==> config.mk <==
export PLATFORM = sky130hd
export DESIGN_NAME = shrot_unit
export DESIGN_NICKNAME = d
export VERILOG_FILES = /design/src/rtl/shrot_pkg.sv /design/src/rtl/shrot_shifter.sv /design/src/rtl/shrot_bitop.sv /design/src/rtl/shrot_flags.sv /design/src/rtl/shrot_wb.sv /design/src/rtl/shrot_unit.sv
export SDC_FILE = /design/constraint.sdc
export NUM_CORES = 1
export LEC_CHECK = 0
export BUFFER_PORTS_ARGS = -buffer_cell sky130_fd_sc_hd__buf_2
export CORE_ASPECT_RATIO = 2
export CORE_MARGIN = 10
export CORE_UTILIZATION = 47
export DETAILED_ROUTE_END_ITERATION = 8
export MAX_ROUTING_LAYER = met4
export PLACE_DENSITY = 0.84
export SETUP_SLACK_MARGIN = 0.15
export SLEW_MARGIN = 0
export SYNTH_ARGS = -nofsm -noshare
export SYNTH_HDL_FRONTEND = slang
export SYNTH_SLANG_ARGS = --single-unit
==> constraint.sdc <==
create_clock -name clk -period 1 [get_ports clk]
set_input_delay 0.1 -clock clk [delete_from_list [all_inputs] [get_ports clk]]
set_output_delay 0.1 -clock clk [all_outputs]
set_load 0.02 [all_outputs]
==> src/rtl/shrot_pkg.sv <==
package shrot_pkg;

  typedef enum logic [1:0] {
    GRP_SHIFT = 2'b00,
    GRP_TEST  = 2'b01,
    GRP_CLR   = 2'b10,
    GRP_SETB  = 2'b11
  } grp_e;

  typedef enum logic [2:0] {
    OP_RLC = 3'd0,
    OP_RRC = 3'd1,
    OP_RL  = 3'd2,
    OP_RR  = 3'd3,
    OP_SLA = 3'd4,
    OP_SRA = 3'd5,
    OP_SLL = 3'd6,
    OP_SRL = 3'd7
  } shop_e;

  // packed so that the member order matches F bit 7 down to bit 0
  typedef struct packed {
    logic s;
    logic z;
    logic y;
    logic h;
    logic x;
    logic pv;
    logic n;
    logic c;
  } flags_t;

  localparam logic [2:0] MEM_CODE = 3'b110;

  function automatic logic even_ones(input logic [7:0] v);
    return ~^v;
  endfunction

endpackage

==> src/rtl/shrot_shifter.sv <==
module shrot_shifter
  import shrot_pkg::*;
#(
  parameter int DATA_W = 8
) (
  input  logic [2:0]        op,
  input  logic [DATA_W-1:0] a,
  input  logic              cin,
  output logic [DATA_W-1:0] res,
  output logic              cout
);
  localparam int MSB = DATA_W - 1;

  always_comb begin
    res  = a;
    cout = 1'b0;
    unique case (shop_e'(op))
      OP_RLC: begin res = {a[MSB-1:0], a[MSB]};  cout = a[MSB]; end
      OP_RRC: begin res = {a[0], a[MSB:1]};      cout = a[0];   end
      OP_RL:  begin res = {a[MSB-1:0], cin};     cout = a[MSB]; end
      OP_RR:  begin res = {cin, a[MSB:1]};       cout = a[0];   end
      OP_SLA: begin res = {a[MSB-1:0], 1'b0};    cout = a[MSB]; end
      OP_SRA: begin res = {a[MSB], a[MSB:1]};    cout = a[0];   end
      OP_SLL: begin res = {a[MSB-1:0], 1'b1};    cout = a[MSB]; end
      OP_SRL: begin res = {1'b0, a[MSB:1]};      cout = a[0];   end
      default: begin res = a; cout = 1'b0; end
    endcase
  end

endmodule

==> src/rtl/shrot_bitop.sv <==
module shrot_bitop
  import shrot_pkg::*;
#(
  parameter int DATA_W = 8,
  parameter int IDX_W  = 3
) (
  input  logic [1:0]        grp,
  input  logic [IDX_W-1:0]  idx,
  input  logic [DATA_W-1:0] a,
  output logic [DATA_W-1:0] res,
  output logic              tested
);
  logic [DATA_W-1:0] sel_mask;

  for (genvar g = 0; g < DATA_W; g++) begin : g_mask
    assign sel_mask[g] = (idx == IDX_W'(g));
  end

  assign tested = |(a & sel_mask);

  always_comb begin
    unique case (grp_e'(grp))
      GRP_CLR:  res = a & ~sel_mask;
      GRP_SETB: res = a | sel_mask;
      default:  res = a;
    endcase
  end

endmodule

==> src/rtl/shrot_flags.sv <==
module shrot_flags
  import shrot_pkg::*;
#(
  parameter int DATA_W = 8
) (
  input  logic [1:0]        grp,
  input  logic [2:0]        op,
  input  logic [DATA_W-1:0] res,
  input  logic              shift_out,
  input  logic              tested,
  input  logic              cin,
  input  logic              cmp_mode,
  input  logic [DATA_W-1:0] cmp_operand,
  input  logic              wide_mode,
  input  logic [DATA_W-1:0] wide_hi,
  output flags_t            flags,
  output logic              flag_we
);
  localparam int MSB = DATA_W - 1;

  flags_t base;

  always_comb begin
    base = '0;
    if (grp_e'(grp) == GRP_TEST) begin
      base.s  = (op == 3'd7) && tested;
      base.z  = ~tested;
      base.h  = 1'b1;
      base.pv = ~tested;
      base.n  = 1'b0;
      base.c  = cin;
    end else begin
      base.s  = res[MSB];
      base.z  = (res == '0);
      base.h  = 1'b0;
      base.pv = even_ones(res[7:0]);
      base.n  = 1'b0;
      base.c  = shift_out;
    end
    base.y = res[5];
    base.x = res[3];
  end

  always_comb begin
    flags = base;
    if (wide_mode) begin
      flags.s = wide_hi[MSB];
      flags.y = wide_hi[5];
      flags.x = wide_hi[3];
    end
    if (cmp_mode) begin
      flags.y = cmp_operand[5];
      flags.x = cmp_operand[3];
    end
  end

  assign flag_we = (grp_e'(grp) == GRP_SHIFT) || (grp_e'(grp) == GRP_TEST);

endmodule

==> src/rtl/shrot_wb.sv <==
module shrot_wb
  import shrot_pkg::*;
#(
  parameter int FIELD_W = 3
) (
  input  logic [1:0]         grp,
  input  logic               idx_mode,
  input  logic [FIELD_W-1:0] reg_fld,
  output logic               mem_we,
  output logic               reg_we
);
  logic writes;
  logic is_mem;

  assign writes = (grp_e'(grp) != GRP_TEST);
  assign is_mem = (reg_fld == FIELD_W'(MEM_CODE));

  always_comb begin
    mem_we = 1'b0;
    reg_we = 1'b0;
    if (writes) begin
      mem_we = idx_mode | is_mem;
      reg_we = ~is_mem;
    end
  end

endmodule

==> src/rtl/shrot_unit.sv <==
module shrot_unit
  import shrot_pkg::*;
#(
  parameter int DATA_W  = 8,
  parameter int FIELD_W = 3
) (
  input  logic               clk,
  input  logic               rst_n,
  input  logic               in_valid,
  input  logic [1:0]         grp,
  input  logic [FIELD_W-1:0] op_fld,
  input  logic [FIELD_W-1:0] reg_fld,
  input  logic               idx_mode,
  input  logic [DATA_W-1:0]  operand,
  input  logic               carry_in,
  input  logic               cmp_mode,
  input  logic [DATA_W-1:0]  cmp_operand,
  input  logic               wide_mode,
  input  logic [DATA_W-1:0]  wide_hi,
  output logic               out_valid,
  output logic [DATA_W-1:0]  result,
  output logic               flag_we,
  output logic [DATA_W-1:0]  f_out,
  output logic               mem_we,
  output logic [DATA_W-1:0]  mem_data,
  output logic               reg_we,
  output logic [FIELD_W-1:0] reg_sel,
  output logic [DATA_W-1:0]  reg_data
);
  localparam int MSB = DATA_W - 1;

  logic [DATA_W-1:0] sh_res, bo_res, res_n;
  logic              sh_out, bo_tested;
  flags_t            fl_n;
  logic              fwe_n, mwe_n, rwe_n;

  shrot_shifter #(.DATA_W(DATA_W)) shifter_i (
    .op(op_fld), .a(operand), .cin(carry_in), .res(sh_res), .cout(sh_out)
  );

  shrot_bitop #(.DATA_W(DATA_W), .IDX_W(FIELD_W)) bitop_i (
    .grp(grp), .idx(op_fld), .a(operand), .res(bo_res), .tested(bo_tested)
  );

  assign res_n = (grp_e'(grp) == GRP_SHIFT) ? sh_res : bo_res;

  shrot_flags #(.DATA_W(DATA_W)) flags_i (
    .grp(grp), .op(op_fld), .res(res_n), .shift_out(sh_out),
    .tested(bo_tested), .cin(carry_in), .cmp_mode(cmp_mode),
    .cmp_operand(cmp_operand), .wide_mode(wide_mode), .wide_hi(wide_hi),
    .flags(fl_n), .flag_we(fwe_n)
  );

  shrot_wb #(.FIELD_W(FIELD_W)) wb_i (
    .grp(grp), .idx_mode(idx_mode), .reg_fld(reg_fld),
    .mem_we(mwe_n), .reg_we(rwe_n)
  );

  // next-state
  logic               vld_d, fwe_d, mwe_d, rwe_d;
  logic [DATA_W-1:0]  res_d, f_d;
  logic [FIELD_W-1:0] sel_d;

  always_comb begin
    vld_d = in_valid;
    fwe_d = in_valid & fwe_n;
    mwe_d = in_valid & mwe_n;
    rwe_d = in_valid & rwe_n;
    res_d = result;
    f_d   = f_out;
    sel_d = reg_sel;
    if (in_valid) begin
      res_d = res_n;
      f_d   = fl_n;
      sel_d = reg_fld;
    end
  end

  // strobes: reset
  always_ff @(posedge clk or negedge rst_n) begin
    if (!rst_n) begin
      out_valid <= 1'b0;
      flag_we   <= 1'b0;
      mem_we    <= 1'b0;
      reg_we    <= 1'b0;
    end else begin
      out_valid <= vld_d;
      flag_we   <= fwe_d;
      mem_we    <= mwe_d;
      reg_we    <= rwe_d;
    end
  end

  // data path registers
  always_ff @(posedge clk or negedge rst_n) begin
    if (!rst_n) begin
      result  <= '0;
      f_out   <= '0;
      reg_sel <= '0;
    end else begin
      result  <= res_d;
      f_out   <= f_d;
      reg_sel <= sel_d;
    end
  end

  assign mem_data = result;
  assign reg_data = result;

  // checks
  assert_strobe_quiet_R11: assert property (@(posedge clk) disable iff (!rst_n)
    !out_valid |-> (!flag_we && !mem_we && !reg_we));

  assert_issue_latency_R11: assert property (@(posedge clk) disable iff (!rst_n)
    in_valid |=> out_valid);

  assert_sll_fill_R2: assert property (@(posedge clk) disable iff (!rst_n)
    (in_valid && grp == 2'b00 && op_fld == 3'd6) |-> sh_res[0]);

  assert_parity_R3: assert property (@(posedge clk) disable iff (!rst_n)
    (in_valid && grp == 2'b00) |=> (f_out[2] == ~^result));

  assert_test_nowrite_R7: assert property (@(posedge clk) disable iff (!rst_n)
    (in_valid && grp == 2'b01) |=> (!mem_we && !reg_we && flag_we));

  assert_idx_mem_R9: assert property (@(posedge clk) disable iff (!rst_n)
    (in_valid && idx_mode && grp != 2'b01) |=> mem_we);

  assert_one_target_R10: assert property (@(posedge clk) disable iff (!rst_n)
    (in_valid && !idx_mode && grp != 2'b01) |=> (mem_we ^ reg_we));

  assert_setclr_noflag_R8: assert property (@(posedge clk) disable iff (!rst_n)
    (in_valid && grp[1]) |=> !flag_we);

  assert_sign_R3: assert property (@(posedge clk) disable iff (!rst_n)
    (in_valid && grp == 2'b00 && !wide_mode) |=> (f_out[7] == result[MSB]));

endmodule

Word-level counts from Yosys, hierarchy flattened
Index checks and enable logic that the tools add are counted.

word-level totals
  register bits after elaboration = 23
  input port bits = 39
  output and inout bits = 39

operators by class
  equal/unequal tests = 12
  mux-type cells = 14
  bitwise operators = 10
  reduce and logical (&&, ||, !) cells = 9

operator list
  kind                count
  $pmux 8 s8          1
  $and 8x8->8         2
  $pmux 8 s2          1
  $eq 3x3->1 const B  5
  $logic_not 8->1     1
  $mux 1              8
  $mux 8              1
  $not 8->8           1
  $or 8x8->8          1
  $reduce_or 4->1     2
  $reduce_or 8->1     1
  $reduce_xnor 8->1   1
  $eq 3x2->1 const B  2
  $eq 2x2->1 const B  2
  $and 1x1->1         3
  $eq 3x1->1 const B  1
  $logic_not 3->1     1
  $mux 3              1
  $eq 2x1->1 const B  1
  $logic_not 2->1     1
  $mux 2              1
  $ne 2x1->1 const B  1
  $not 1->1           2
  $pmux 1 s2          1
  3 further kinds     3

Logic depth before layout (Yosys ltp)
  depth in word-level cells = 8
  mapped depth = 10
  mapped depth without buffers = 8

Hierarchy
From an unflattened synthesis, not the netlist that was laid out.

second synthesis, totals
  cells, all modules = 176
  area total of the unflattened synthesis = 1762.9 um^2

modules (own cells, without submodules)
  module         instances  cells an instance  area an instance (um^2)  sequential area each (um^2)
  shrot_unit     1          98                 1088.5                   575.6
  shrot_bitop    1          22                 250.2                    0.0
  shrot_flags    1          34                 240.2                    0.0
  shrot_shifter  1          16                 151.4                    0.0
  shrot_wb       1          6                  32.5                     0.0

Worst setup path before layout
OpenSTA, ideal clock, no wires.

  path kind = input to register
  start = input port op_fld[0]
  end = register f_out[2]
  library setup time = 124 ps
  arrival = 1967 ps
  required time = 876 ps
  setup slack = -1091 ps
  stages = 10
  buffers on the path = 2
  cells stage by stage = buf_4 -> buf_6 -> nor3b_1 -> mux2_2 -> a221oi_2 -> ha_1 -> xnor2_1 -> xnor2_1 -> nor2_1 -> a211o_1

on the way
  word-level cells in the longest chain between the ends = 7

ends and longest elaborated chain
  element                                   line                                    text
  start: declaration                        shrot_unit.sv:11                        input logic [FIELD_W-1:0] op_fld,
  $eq 3x1->1, or another cell as far along  shrot_shifter.sv:17, shrot_bitop.sv:16
  $not 8->8                                 shrot_bitop.sv:23                       GRP_CLR: res = a & ~sel_mask;
  $and 8x8->8                               shrot_bitop.sv:23
  $pmux 8 s2                                shrot_bitop.sv:22                       unique case (grp_e'(grp))
  $mux 8                                    shrot_unit.sv:45                        assign res_n = (grp_e'(grp) == GRP_SHIFT) ? sh_res : bo_res;
  $reduce_xnor 8->1                         shrot_pkg.sv:36                         return ~^v;
  $mux 3 *                                  shrot_flags.sv:25                       if (grp_e'(grp) == GRP_TEST) begin
  end signal: assignment                    shrot_unit.sv:98                        f_out <= '0;
  end signal: assignment                    shrot_unit.sv:102                       f_out <= f_d;
  end: declaration                          shrot_unit.sv:23                        output logic [DATA_W-1:0] f_out,

Mark *: on every way between the ends. The rest lies on a longest branch, timed or not.
A chain may end at the register's enable or synchronous reset.

Worst setup path in the final report
Same ends and word-level chain as after synthesis.

==> reports/results.ini <==
[drt]
drt_pass1_iterations=5
ant_nets=0
drt_iter0_markers=95
drc=0
wirelength_mm=8.352
routed_via_density=5.901
vias=1959
post_drt_wl_per_cell_microns=25.16

[critical_path]
worst-r2r-cell-count=2
critPathBufInv=1
critPathRequiredTime_ps=1150
timing.rr.start=f_out[5]$_DFFE_PN0P_
crit_family=compound AO/OA/AOI/OAI gates
worst_path_largest_cell_delay_ps=390
critPathKind=input port to register
cpMostUsedCell=a211o_1
cp_num_cells=9
timing.rr.end=f_out[5]$_DFFE_PN0P_
start_kind=input port
cp_max_fo=11
regToRegSetupSlack_ps=20
critPathCapture=f_out[2]$_DFFE_PN0P_
cp.arrival_ps=2040
startpoint=op_fld[0]
crit_path_end_kind=register
slowest_stage=or3_4
crit_chain=buf_12 > or3_4 > o32ai_2 > a211o_1 > ha_4 > xor2_2 > xnor2_1 > nor2_1 > a211o_1

[synthesis]
synth_top_area_frac=0.3288
async_flop_share=1.000
synth_top_cell_by_area=dfrtp_1
yosys_most_used_dff=dfrtp_1
syn_nets=218
synthTopCellsByArea=dfrtp_1 (33%), buf_4 (8.1%), mux2i_1 (7.8%), mux2_2 (4.7%), nor2_1 (4.7%)
synth_seq_cells=22
synth.distinct_cells=47
syn_area_per_cell_sq_um=9.566
synth_edf_count=0
netlist_instances=175
ys_seq_area_frac=0.3288
ys_warn_count=0
synth_area_sq_mm=0.001674

[sta]
timing.final.crit_share=1.880
fin_skew_ps=0
period_needed_ps=1880
finalSetupViolations=13
fin_tns_setup_ps=-3866
finalHoldViolations=0
max_freq_mhz=531.9
drv_slew=0
holdWs_ps=35.08
layout_setup_ws_ps=-880.2
rsz0062_at_grt=yes

[clock_network]
clockRootBuffer=clkbuf_8
path_clk_slew_ps=80
numClockSinks=22
htreeDepth=1
cts_tree=yes
cts.path.max_buffers=2
cts-buffers-inserted=3
clk_latency_ps=270

[global_routing]
track_usage=0.2162
grt_pass1_vias=2119
grt_pass1_wl_mm=11.03
antenna_found_initial=0
grt_max_degree=23
grt_overflow_total=0

[floorplanning]
core_sq_mm=0.003416
dieArea_sq_mm=0.006494
num_rows=30
die_w_microns=62.20
io_pins=78
start_util=0.4901
die_y_microns=104.4

[min_path]
worstHoldStart=in_valid
hold_depth=1
hold_class=input port to register

[run_status]
violations=negative setup slack
outcome=finished with violations

[finish]
insertedDiodeCount=0
drive_above_1_share=0.6796
area_delta_synth_final_pct=88.64
design_area_sq_mm=0.003158
mostFrequentLayoutCells=buf_4 (57), buf_6 (48), dfrtp_1 (21), buf_2 (21), nor2_1 (20)
layout_commonest_cell=buf_4
nNetsFinal=328

[flow_run]
maxCapViolations=0

[placed_design]
place_area_sq_mm=0.002281
port_buffers=65
gp_congestion=0.9077
dp_hpwl_mm=4.316
place_ws_ps=-1208

[power_and_ir_drop]
leakagePower_nw=1.460
irDropWorstVdd_mv=1.410
pwr_density_cell_mw_per_mm2=1168

==> metrics by stage <==
stage | utilization | power, W | instances
after floorplan | - | 0.001880 | 175
after global placement | 0.6678 | 0.002290 | 309
after detailed placement | 0.6678 | 0.002313 | 309
after CTS | 0.8612 | 0.003404 | 327
after global routing | 0.9245 | 0.003819 | 332
final | 0.9245 | 0.003687 | 332
==> where the power goes <==
part	switching (W)	internal [W]	total, W
clock	0.000289	0.000352	0.000640
combinational	0.000928	0.00100	0.00193
sequential	0.000122	0.000996	0.00112
total	0.00134	0.00235	0.00369
==> final cells by class <==
type                       count  area (sq um)
multi-input combinational    120          1245
timing repair buffer         134          1231
inverter                       4         15.01
fill                         110         257.7
tap                           48         60.06
clock buffer                   4         55.05
sequential                    22         551.8
==> sequential cells by signal (all words and copies together) (netlist names) <==
register and count:
reg_sel 3, mem_data 8, out_valid 1, reg_we 1
flag_we 1, mem_we 1, f_out 7
==> cell families (layout without fill, tap and decap cells) <==
group                      Yosys count  count (layout)  synth area share
muxes                               22              22            0.1405
and+or+nand+nor                     50              50            0.1607
buffers and inverters               33             142            0.1308
DFF                                 22              22            0.3289
xor gates and xnor gates             3               3           0.01570
other                                1               1          0.002240
adders and majority gates            4               4           0.02990
AOI/OAI and AO/OA                   40              40            0.1913
==> synthesized netlist by cell type, types with 4 or more instances <==
cell      instances
mux2i_1          13
inv_1             4
buf_2             4
dfrtp_1          22
a211o_1           4
buf_4            18
a221oi_2          4
clkbuf_1          4
a21oi_1          12
nor2_1           21
nand2_1           9
ha_1              4
mux2_2            7
==> routing by layer <==
layer / global-route usage / routed length, microns / part of all wire
met4: 0.1431 / 486 / 0.058
met5: - / 0 / 0
met1: 0.1941 / 3020 / 0.36
met3: 0.03560 / 353 / 0.042
met2: 0.3978 / 4492 / 0.54
==> what timing repair did <==
action | 4_1_cts | 5_1_grt
setup buffers | 12 | 4
hold endpoints to repair | 22 | 0
hold buffers | 1 | 0
gates cloned | 1 | 1
setup endpoints to repair | 51 | 54
resized for setup | 127 | 30
pin swaps | 13 | 16
==> worst min-delay path by stage <==
stage,to,slack [ps]
6_report,out_valid$_DFF_PN0_,40
5_1_grt,out_valid$_DFF_PN0_,20
4_1_cts,out_valid$_DFF_PN0_,20
3_5_place_dp,mem_we$_DFF_PN0_,80
3_3_place_gp,out_valid$_DFF_PN0_,80
2_1_floorplan,f_out[0]$_DFFE_PN0P_,-200
Note: power is estimated with default switching activity, not from simulation.
